$ cat config.mk
export PLATFORM = sky130hd
export DESIGN_NAME = cmd_handshake_ctrl
export DESIGN_NICKNAME = d
export VERILOG_FILES = /design/src/rtl/cmd_hs_pkg.sv /design/src/rtl/cmd_hs_classify.sv /design/src/rtl/cmd_hs_sum.sv /design/src/rtl/cmd_handshake_ctrl.sv
export SDC_FILE = /design/constraint.sdc
export NUM_CORES = 1
export LEC_CHECK = 0
export ABC_AREA = 1
export ABC_CLOCK_PERIOD_IN_PS = 1600
export BUFFER_PORTS_ARGS = -buffer_cell sky130_fd_sc_hd__buf_4
export CORE_UTILIZATION = 25
export DETAILED_ROUTE_END_ITERATION = 10
export SYNTH_ARGS = -nofsm -noshare
export SYNTH_HDL_FRONTEND = slang
export SYNTH_HIERARCHICAL = 1
export SYNTH_SLANG_ARGS = --single-unit
$ cat constraint.sdc
create_clock -name clk -period 1.6 [get_ports clk]
set_input_delay 0.32 -clock clk [delete_from_list [all_inputs] [get_ports clk]]
set_output_delay 0.32 -clock clk [all_outputs]
set_load 0.03 [all_outputs]
$ cat src/rtl/cmd_hs_pkg.sv
package cmd_hs_pkg;
    typedef enum logic [2:0] {
        ST_IDLE,
        ST_BODY,
        ST_SUM,
        ST_CONFIRM,
        ST_LAUNCH,
        ST_BUSY,
        ST_READY
    } hs_state_t;

    typedef enum logic [1:0] {
        FK_STD,
        FK_EXT,
        FK_RING_ON,
        FK_RING_OFF
    } frame_kind_t;
endpackage

$ cat src/rtl/cmd_hs_classify.sv
module cmd_hs_classify #(
    parameter int          DW       = 8,
    parameter int          DIM_MAX  = 22,
    parameter logic [7:0]  EXT_HDR  = 8'h07,
    parameter logic [7:0]  RING_ON  = 8'hEB,
    parameter logic [7:0]  RING_OFF = 8'hDB
) (
    input  logic [DW-1:0] din,
    output logic          hdr_ok,
    output logic          hdr_ext,
    output logic          ring_on,
    output logic          ring_off
);
    localparam int DIM_W = DW - 3;

    logic [DIM_W-1:0] dim;

    always_comb begin
        dim      = din[DW-1:3];
        hdr_ext  = din[0];
        ring_on  = (din == DW'(RING_ON));
        ring_off = (din == DW'(RING_OFF));
        if (!din[2])
            hdr_ok = 1'b0;
        else if (din[0])
            hdr_ok = (din == DW'(EXT_HDR));
        else
            hdr_ok = (int'(dim) <= DIM_MAX);
    end
endmodule

$ cat src/rtl/cmd_hs_sum.sv
module cmd_hs_sum #(
    parameter int DW = 8
) (
    input  logic          clk,
    input  logic          rst_n,
    input  logic          load,
    input  logic          accum,
    input  logic [DW-1:0] din,
    output logic [DW-1:0] sum
);
    always_ff @(posedge clk or negedge rst_n) begin
        if (!rst_n)
            sum <= '0;
        else if (load)
            sum <= din;
        else if (accum)
            sum <= sum + din;
    end
endmodule

$ cat src/rtl/cmd_handshake_ctrl.sv
module cmd_handshake_ctrl
    import cmd_hs_pkg::*;
#(
    parameter int          DW         = 8,
    parameter int          DIM_MAX    = 22,
    parameter logic [7:0]  EXT_HDR    = 8'h07,
    parameter logic [3:0]  EXT_FUNC   = 4'h7,
    parameter logic [7:0]  ACK_BYTE   = 8'h00,
    parameter logic [7:0]  READY_BYTE = 8'h55,
    parameter logic [7:0]  RING_ON    = 8'hEB,
    parameter logic [7:0]  RING_OFF   = 8'hDB
) (
    input  logic          clk,
    input  logic          rst_n,
    input  logic          rx_valid,
    input  logic [DW-1:0] rx_data,
    output logic          rx_ready,
    output logic          tx_valid,
    output logic [DW-1:0] tx_data,
    input  logic          tx_ready,
    output logic          xmit_start,
    output logic          xmit_ext,
    output logic          xmit_func,
    output logic [DW-4:0] xmit_dim,
    output logic [DW-1:0] xmit_code,
    output logic [DW-1:0] xmit_data,
    output logic [DW-1:0] xmit_cmd,
    input  logic          xmit_done,
    output logic          ring_en
);
    localparam int CNT_W    = 2;
    localparam int STD_BODY = 1;
    localparam int EXT_BODY = 3;

    hs_state_t   state_q, state_d;
    frame_kind_t kind_q;
    logic [CNT_W-1:0] left_q, idx_q;
    logic [DW-1:0]    hdr_q, code_q, data_q, cmd_q;
    logic [DW-1:0]    sum;
    logic             ring_q;
    logic             hdr_ok, hdr_ext, is_ring_on, is_ring_off;
    logic             rx_fire, sum_load, sum_accum, bad_ext;

    cmd_hs_classify #(
        .DW(DW), .DIM_MAX(DIM_MAX), .EXT_HDR(EXT_HDR),
        .RING_ON(RING_ON), .RING_OFF(RING_OFF)
    ) u_classify (
        .din(rx_data), .hdr_ok(hdr_ok), .hdr_ext(hdr_ext),
        .ring_on(is_ring_on), .ring_off(is_ring_off)
    );

    cmd_hs_sum #(.DW(DW)) u_sum (
        .clk(clk), .rst_n(rst_n), .load(sum_load),
        .accum(sum_accum), .din(rx_data), .sum(sum)
    );

    assign rx_fire   = rx_valid && rx_ready;
    assign bad_ext   = (kind_q == FK_EXT) && (idx_q == '0) && (rx_data[3:0] != EXT_FUNC);
    assign sum_load  = rx_fire && (((state_q == ST_IDLE) && (hdr_ok || is_ring_on || is_ring_off))
                                 || ((state_q == ST_CONFIRM) && hdr_ok && (rx_data != DW'(ACK_BYTE))));
    assign sum_accum = rx_fire && (state_q == ST_BODY);

    // next state
    always_comb begin
        state_d = state_q;
        unique case (state_q)
            ST_IDLE:
                if (rx_fire) begin
                    if (hdr_ok)                        state_d = ST_BODY;
                    else if (is_ring_on || is_ring_off) state_d = ST_SUM;
                end
            ST_BODY:
                if (rx_fire) begin
                    if (bad_ext)                     state_d = ST_IDLE;
                    else if (left_q == CNT_W'(1))    state_d = ST_SUM;
                end
            ST_SUM:
                if (tx_ready) state_d = ST_CONFIRM;
            ST_CONFIRM:
                if (rx_fire) begin
                    if (rx_data == DW'(ACK_BYTE))
                        state_d = (kind_q == FK_RING_ON || kind_q == FK_RING_OFF) ? ST_READY : ST_LAUNCH;
                    else if (hdr_ok)
                        state_d = ST_BODY;
                    else
                        state_d = ST_IDLE;
                end
            ST_LAUNCH:
                state_d = ST_BUSY;
            ST_BUSY:
                if (xmit_done) state_d = ST_READY;
            ST_READY:
                if (tx_ready) state_d = ST_IDLE;
            default:
                state_d = ST_IDLE;
        endcase
    end

    // state register
    always_ff @(posedge clk or negedge rst_n) begin
        if (!rst_n) state_q <= ST_IDLE;
        else        state_q <= state_d;
    end

    // frame capture and ring flag
    always_ff @(posedge clk or negedge rst_n) begin
        if (!rst_n) begin
            kind_q <= FK_STD;
            left_q <= '0;
            idx_q  <= '0;
            hdr_q  <= '0;
            code_q <= '0;
            data_q <= '0;
            cmd_q  <= '0;
            ring_q <= 1'b1;
        end else if (sum_load) begin
            idx_q  <= '0;
            hdr_q  <= rx_data;
            code_q <= '0;
            data_q <= '0;
            cmd_q  <= '0;
            if (is_ring_on)       kind_q <= FK_RING_ON;
            else if (is_ring_off) kind_q <= FK_RING_OFF;
            else if (hdr_ext)     kind_q <= FK_EXT;
            else                  kind_q <= FK_STD;
            left_q <= hdr_ext ? CNT_W'(EXT_BODY) : CNT_W'(STD_BODY);
        end else if (sum_accum) begin
            idx_q  <= idx_q + CNT_W'(1);
            left_q <= left_q - CNT_W'(1);
            case (idx_q)
                2'd0:    code_q <= rx_data;
                2'd1:    data_q <= rx_data;
                default: cmd_q  <= rx_data;
            endcase
        end else if (rx_fire && state_q == ST_CONFIRM && rx_data == DW'(ACK_BYTE)) begin
            if (kind_q == FK_RING_ON)       ring_q <= 1'b1;
            else if (kind_q == FK_RING_OFF) ring_q <= 1'b0;
        end
    end

    // outputs
    always_comb begin
        rx_ready   = (state_q == ST_IDLE) || (state_q == ST_BODY) || (state_q == ST_CONFIRM);
        tx_valid   = (state_q == ST_SUM) || (state_q == ST_READY);
        tx_data    = (state_q == ST_READY) ? DW'(READY_BYTE) : sum;
        xmit_start = (state_q == ST_LAUNCH);
        xmit_ext   = hdr_q[0];
        xmit_func  = hdr_q[1];
        xmit_dim   = hdr_q[DW-1:3];
        xmit_code  = code_q;
        xmit_data  = data_q;
        xmit_cmd   = cmd_q;
        ring_en    = ring_q;
    end

    AST_START_PULSE: assert property (@(posedge clk) disable iff (!rst_n)
        xmit_start |=> !xmit_start);
    AST_TX_HOLD: assert property (@(posedge clk) disable iff (!rst_n)
        tx_valid && !tx_ready |=> tx_valid && $stable(tx_data));
    AST_TX_RX_EXCL: assert property (@(posedge clk) disable iff (!rst_n)
        tx_valid |-> !rx_ready);
    AST_EXT_NIBBLE: assert property (@(posedge clk) disable iff (!rst_n)
        xmit_start && xmit_ext |-> xmit_code[3:0] == EXT_FUNC);
    AST_RING_MOVE: assert property (@(posedge clk) disable iff (!rst_n)
        !$stable(ring_en) |-> $past(rx_valid && rx_ready && rx_data == DW'(ACK_BYTE)));
endmodule

### After elaboration in Yosys (flattened, before gate mapping)

Cells that the tools add are included.

| operators by class | value |
|---|---|
| muxes and demuxes | 38 |
| $lt $le $gt $ge | 1 |
| bitwise logic cells | 2 |
| shifts and indexed selects | 0 |
| reductions and logical operators | 32 |
| add/subtract/negate cells | 3 |
| equal/unequal tests | 24 |
| divide/modulo/power cells | 0 |
| multipliers | 0 |

Operators with widths:

| cell | number |
|---|---|
| $mux W8 | 12 |
| $mux W3 | 11 |
| $pmux W3 S7 | 1 |
| $eq A8 B8 Y1 const B | 2 |
| $mux W2 | 8 |
| $ne A2 B2 Y1 const B | 6 |
| $logic_and A1 B1 Y1 | 10 |
| $eq A3 B3 Y1 const B | 3 |
| $add A8 B8 Y8 | 1 |
| $eq A8 B3 Y1 const B | 1 |
| $logic_not A8 Y1 | 1 |
| $logic_or A1 B1 Y1 | 8 |
| $reduce_and A8 Y1 | 1 |
| $reduce_bool A2 Y1 | 4 |
| $reduce_bool A8 Y1 | 1 |
| $eq A2 B1 Y1 const B | 3 |
| $eq A3 B2 Y1 const B | 2 |
| $mux W1 | 6 |
| $ne A3 B2 Y1 const B | 2 |
| $reduce_and A2 Y1 | 3 |
| $le A5 B5 Y1 const B | 1 |
| $eq A2 B2 Y1 const B | 2 |
| $ne A4 B3 Y1 const B | 1 |
| $reduce_and A4 Y1 | 1 |
| 8 further kinds | 9 |

| word-level totals | value |
|---|---|
| ROM bits | 0 |
| flip-flop bits (word level) | 50 |
| bits in writable memories | 0 |
| output and inout port bits | 43 |
| latch bits | 0 |
| memories | 0 |

### Logic depth before layout (Yosys ltp)

| logic depth | value |
|---|---|
| depth after elaboration | 10 |
| gate-level depth with buffers | 18 |

### By module

The synthesis kept the hierarchy.

By module, submodules not included:

| module | instances | seq. area each (um2) | cells each | area an instance (um2) |
|---|---|---|---|---|
| cmd_handshake_ctrl | 1 | 1027.2 | 265 | 2114.5 |
| cmd_hs_sum | 1 | 200.2 | 95 | 740.7 |
| cmd_hs_classify | 1 | 0.0 | 23 | 101.3 |

### Worst setup path after synthesis

Ideal clock, no wire load.

| path | value |
|---|---|
| path type | in2reg |
| start point | input port rx_data[6] |
| end point | register u_sum.sum[4] |
| path slack | -369 ps |
| data required time | 1479 ps |
| arrival time | 1848 ps |
| cell stages on the path | 16 |
| setup time | 121 ps |
| path through | nand2_1 inv_1 a21oi_2 nand2_1 nor2_1 inv_1 nor2_1 o21ai_2 nand2_4 nand2_8 inv_2 buf_6 or2_4 clkinv_4 a22oi_1 nand2_1 |

| on the way | value |
|---|---|
| cells in the longest elaborated chain, start to end | 9 |
| elaborated cells between the ends (all ways) | 16 |

RTL lines:

| item | line | source |
|---|---|---|
| start: declaration | cmd_handshake_ctrl.sv:16 | `input logic [DW-1:0] rx_data,` |
| $le A5 B5 Y1 / $eq A8 B3 Y1 (equally long branches) | cmd_hs_classify.sv:28, cmd_hs_classify.sv:26 |  |
| $mux W1 * | cmd_hs_classify.sv:25 | `else if (din[0])` |
| $mux W1 * | cmd_hs_classify.sv:23 | `if (!din[2])` |
| named net hdr_ok | cmd_handshake_ctrl.sv:41 | `logic hdr_ok, hdr_ext, is_ring_on, is_ring_off;` |
| $logic_or A1 B1 Y1 (2 in series) | cmd_handshake_ctrl.sv:59 | `assign sum_load = rx_fire && (((state_q == ST_IDLE) && (hdr_ok \|\| is_ring_on \|\| is_ring_off))` |
| $logic_and A1 B1 Y1 | cmd_handshake_ctrl.sv:59 |  |
| $logic_or A1 B1 Y1 * | cmd_handshake_ctrl.sv:60 | `\|\| ((state_q == ST_CONFIRM) && hdr_ok && (rx_data != DW'(ACK_BYTE))));` |
| $logic_and A1 B1 Y1 * | cmd_handshake_ctrl.sv:59 |  |
| named net sum_load | cmd_handshake_ctrl.sv:42 | `logic rx_fire, sum_load, sum_accum, bad_ext;` |
| $mux W8 / $reduce_bool A2 Y1 (equally long branches) | - |  |
| end signal: assignment | cmd_hs_sum.sv:15 | `sum <= din;` |
| end signal: assignment | cmd_hs_sum.sv:17 | `sum <= sum + din;` |
| end: declaration | cmd_hs_sum.sv:9 | `output logic [DW-1:0] sum` |

Mark *: on every way through the listed nets, which the timed path passes. The rest lies on a longest branch.
A chain may end at the register's enable or synchronous reset.

### Worst setup path in the final report

| path | value |
|---|---|
| start point | register state_q[0] |
| end point | output port tx_data[3] |

| on the way | value |
|---|---|
| cells in the longest elaborated chain, start to end | 2 |

RTL lines:

| item | line | source |
|---|---|---|
| start: declaration | cmd_handshake_ctrl.sv:35 | `hs_state_t state_q, state_d;` |
| start signal: assignment | cmd_handshake_ctrl.sv:102 | `else state_q <= state_d;` |
| $eq A3 B3 Y1 | cmd_handshake_ctrl.sv:145 | `tx_data = (state_q == ST_READY) ? DW'(READY_BYTE) : sum;` |
| $mux W8 | cmd_handshake_ctrl.sv:145 |  |
| end: declaration | cmd_handshake_ctrl.sv:19 | `output logic [DW-1:0] tx_data,` |

Every way passes these cells.

==> metrics.txt <==
post-cts hold buffer count 0; first-pass GRT wire length 14400 um; Net Sw Power 3.80 mW; Yosys warnings 6; timing startpoint of the critical path state_q[0]$_DFFE_PN0P_; Crit Path Class register to primary output; setup slack of the worst register-to-register path -0.06 ns; headroom to the max-slew limit 56.8%; vertical die dimension 111 um; portion of total power attributed to sequential cells 26.2%; Initial Utilization 25.8%; Mapped Avg Cell Area 7.72 um^2; maximum frequency from static timing analysis 601 MHz; initial antenna violation count 0; initial drt markers 112; Post-Route Skew 0.00524 ns; result of the run complete, but fails checks; crit share post-route 104%; proportion of layout cells with a drive suffix above 1 44.9%; total standard cell area after synthesis 2960 um^2; routability cong. 0.840; CP endpoint kind primary output; Antenna Diode Count 0; number of nets produced by synthesis 407; total routed wirelength 8710 um; switching share of total power 45.6%; total of fill cells in the finished design 1144; cells along the critical path inv_2, nand2_2, inv_2, nand2_2, buf_8, nand2_2, inv_2, buf_6; CTS tree done; area of the die 12300 um^2; vias in the first global route 3023; Pint 4.53 mW; number of non-filler instances in the completed layout 649; cell with the biggest individual delay on the critical path sky130_fd_sc_hd__dfrtp_2; Clk Tree Root Cell sky130_fd_sc_hd__clkbuf_16; total of buffers placed on input and output ports 55; total number of nets in the final design 531; CTS buffer count 5; CTS sink cnt 49; placed instance count 632; violations in the final reports negative setup slack; Max Buffers Root-to-Sink 2; category of the worst setup path launch point register; synthesized netlist cell count 383; H-tree level count 2; average detailed-routed wire length per instance 13.4 um; endpoints failing setup 19; distinct cell type count after synthesis 37; antenna violation net count after detailed routing 0; Final Hold Slack 0.0539 ns; final worst path period need 1.66 ns; proportion of netlist area held by the largest area contributor 40.6%; Seq/Total Area, Yosys 41.5%; data arrival time of the critical path 1.34 ns; insertion delay of the later-clocked pin in the worst-skew pair 0.29 ns; Hold WC Path Type primary input to async pin; drt via density 4.57; number of rows created at floorplan 39; startpoint of the lowest-slack register-to-register path state_q[2]$_DFFE_PN0P_; clock slew at the register clock pins of the worst setup and hold paths 0.07 ns; RSZ-0062 raised after global routing true; post-synthesis register bit count 49; number of max-slew violations in the final report 0; critical path fanouts, max 8; Register Area 1230 um^2; cells taking the most area after synthesis sky130_fd_sc_hd__dfrtp_1 (41%), sky130_fd_sc_hd__nand2_1 (15%), sky130_fd_sc_hd__nand3_1 (12%), sky130_fd_sc_hd__inv_1 (5.3%), sky130_fd_sc_hd__ha_1 (4.2%); max-cap check violation count 0; largest area contributor in the netlist sky130_fd_sc_hd__dfrtp_1; remaining design rule violation count 0; Static Leak 2.38 nW; power density over the cells 1840 nW/um^2; final hold vios 0; logic depth of the worst setup path including buffers 8; required time reported for the critical path endpoint 1.28 ns; core area 11500 um^2; Die X-Extent 111 um; count of vias placed by the detailed router 2964; total congestion overflow after global routing 0; CP Capture Point tx_data[3]; setup ws final -0.0643 ns; worst-case vdd ir drop 1.22 mV; logic gate share of total power 61.8%; overall routing resource usage 14.3%; clock network power share 12.1%; R2R depth 7; worst path buffer plus inverter count 5; Detail Placement HPWL 6550 um; number of detailed-route iterations in the first pass 4; worst slew pin tran 0.648 ns; area used by multi-input combinational logic 1730 um^2; area growth from synthesis to final layout 52.8%; highest cell delay on the worst timing path 0.43 ns; Worst path top cell family by delay buffers and inverters; capture instance of the worst register-to-register path xmit_cmd[0]$_DFFE_PN0P_; maximum number of pins on one net before global-route repair 50; number of I/O pins 56
## cell usage after synthesis, drive strengths merged
master  instances
ha             10
nand2         123
buf             8
fa              1
nand3b          5
xnor2           1
o221ai          1
a21oi           6
a22oi           4
xor2            1
dfstp           1
dfrtp          48
o21bai          2
clkinv          2
inv            49
nand4           3
nand3          71
o211ai          1
nor2           30
or2             3
a21boi          1
o21ai           8
nor3            4
## stage by stage
step	util, %	total power, mW	setup TNS [ns]	setup slack [ns]	area (um^2)
2_1_floorplan	-	4.96	-1.47	-0.206	3030
3_3_place_gp	35.1	6.61	-8.80	-0.222	4020
3_5_place_dp	35.1	6.70	-10.33	-0.276	4020
4_1_cts	37.5	8.06	-0.743	-0.0647	4300
5_1_grt	39.4	8.93	-3.28	-0.136	4520
6_report	39.4	8.33	-0.798	-0.0643	4520
## final cells by class
type	count	share of cell area (%)
timing repair buffer	125	23.0
clock buffer	5	2.77
multi-input combinational	275	38.2
tap	143	3.96
sequential	49	27.3
inverter	51	4.71
clock inverter	1	0.111
## cells in the final DEF, fill, tap and decap left out, types with 2 or more instances in the layout
cell type and count:
sky130_fd_sc_hd__nor2_2 7, sky130_fd_sc_hd__nand3_2 13, sky130_fd_sc_hd__buf_12 2, sky130_fd_sc_hd__inv_2 12, sky130_fd_sc_hd__nand3_4 2, sky130_fd_sc_hd__nor3_4 2
sky130_fd_sc_hd__or2_4 3, sky130_fd_sc_hd__nor2_4 5, sky130_fd_sc_hd__inv_1 32, sky130_fd_sc_hd__o21ai_0 2, sky130_fd_sc_hd__nand2_2 15, sky130_fd_sc_hd__clkbuf_16 5
sky130_fd_sc_hd__nand3b_4 2, sky130_fd_sc_hd__clkinv_2 2, sky130_fd_sc_hd__nand2_1 99, sky130_fd_sc_hd__dfrtp_1 45, sky130_fd_sc_hd__buf_4 104, sky130_fd_sc_hd__ha_1 8
sky130_fd_sc_hd__o21ai_2 2, sky130_fd_sc_hd__inv_4 4, sky130_fd_sc_hd__nand3_1 56, sky130_fd_sc_hd__nor2_1 18, sky130_fd_sc_hd__o21ai_1 4, sky130_fd_sc_hd__a21oi_2 2
sky130_fd_sc_hd__nand4_1 3, sky130_fd_sc_hd__buf_6 18, sky130_fd_sc_hd__dfrtp_2 3, sky130_fd_sc_hd__nand2_4 8, sky130_fd_sc_hd__nand3b_1 3, sky130_fd_sc_hd__a21oi_1 3
sky130_fd_sc_hd__a22oi_2 4
## cell families (layout without fill, tap and decap cells)
logic type	Yosys count	after routing	synth area share, %
AO/OA/AOI/OAI	23	23	5.88
buffers and inverters	59	182	8.93
adder cells (fa/ha/maj)	11	11	4.91
AND/OR/NAND/NOR	239	239	38.2
flip-flops	49	49	41.5
XOR/XNOR	2	2	0.593
## worst register-to-register path, stage by stage, from the launching register on
cell and delay [ns]:
sky130_fd_sc_hd__dfrtp_2 0.44, sky130_fd_sc_hd__buf_6 0.13, sky130_fd_sc_hd__nor3_4 0.23, sky130_fd_sc_hd__nand2_4 0.13, sky130_fd_sc_hd__nor3_4 0.34, sky130_fd_sc_hd__inv_4 0.12, sky130_fd_sc_hd__nand3_1 0.11, sky130_fd_sc_hd__nand2_1 0.06
## how the worst min path moves through the flow
stage,startpoint,endpoint,slack [ns],depth (start not counted)
floorplan,rst_n,hdr_q[0]$_DFFE_PN0P_,0.02,0
global placement,rst_n,state_q[1]$_DFFE_PN0P_,0.38,1
detailed placement,rst_n,hdr_q[3]$_DFFE_PN0P_,0.40,1
CTS,rst_n,left_q[0]$_DFFE_PN0P_,0.1,1
global route,rst_n,left_q[1]$_DFFE_PN0P_,0.11,1
finish,rst_n,left_q[1]$_DFFE_PN0P_,0.05,1
## power by group through the flow
stage	logic (mW)	clock network, mW	registers [mW]
global route	5.60	1.08	2.25
global placement	4.47	0	2.15
CTS	4.87	1.03	2.16
floorplan	2.18	0	2.78
detailed placement	4.54	0	2.16
finish	5.14	1.01	2.18
## sequential cells by signal, indices dropped and copies added (netlist names)
signal	cells
u_sum/sum	8
xmit_cmd	8
left_q	2
hdr_q	7
state_q	3
xmit_data	8
ring_en	1
xmit_code	8
kind_q	2
idx_q	2
## routing by layer
layer / routed length (um) / global-route usage, % / vias to the layer above / part of all wire, %
li1: - / - / 1477 / -
met1: 3820 / 18.7 / 1426 / 44
met2: 4490 / 24.5 / 53 / 52
met3: 324 / 2.79 / 8 / 3.7
met4: 75 / 3.02 / 0 / 0.86
met5: 0 / 0 / - / 0
## repair_timing
action | 4_1_cts | 5_1_grt
gates resized for setup | 36 | 47
endpoints found under the setup margin | 25 | 56
gates cloned | 0 | 0
pin swaps | 12 | 16
buffers inserted | 7 | 4
(Power assumes the default switching activity.)
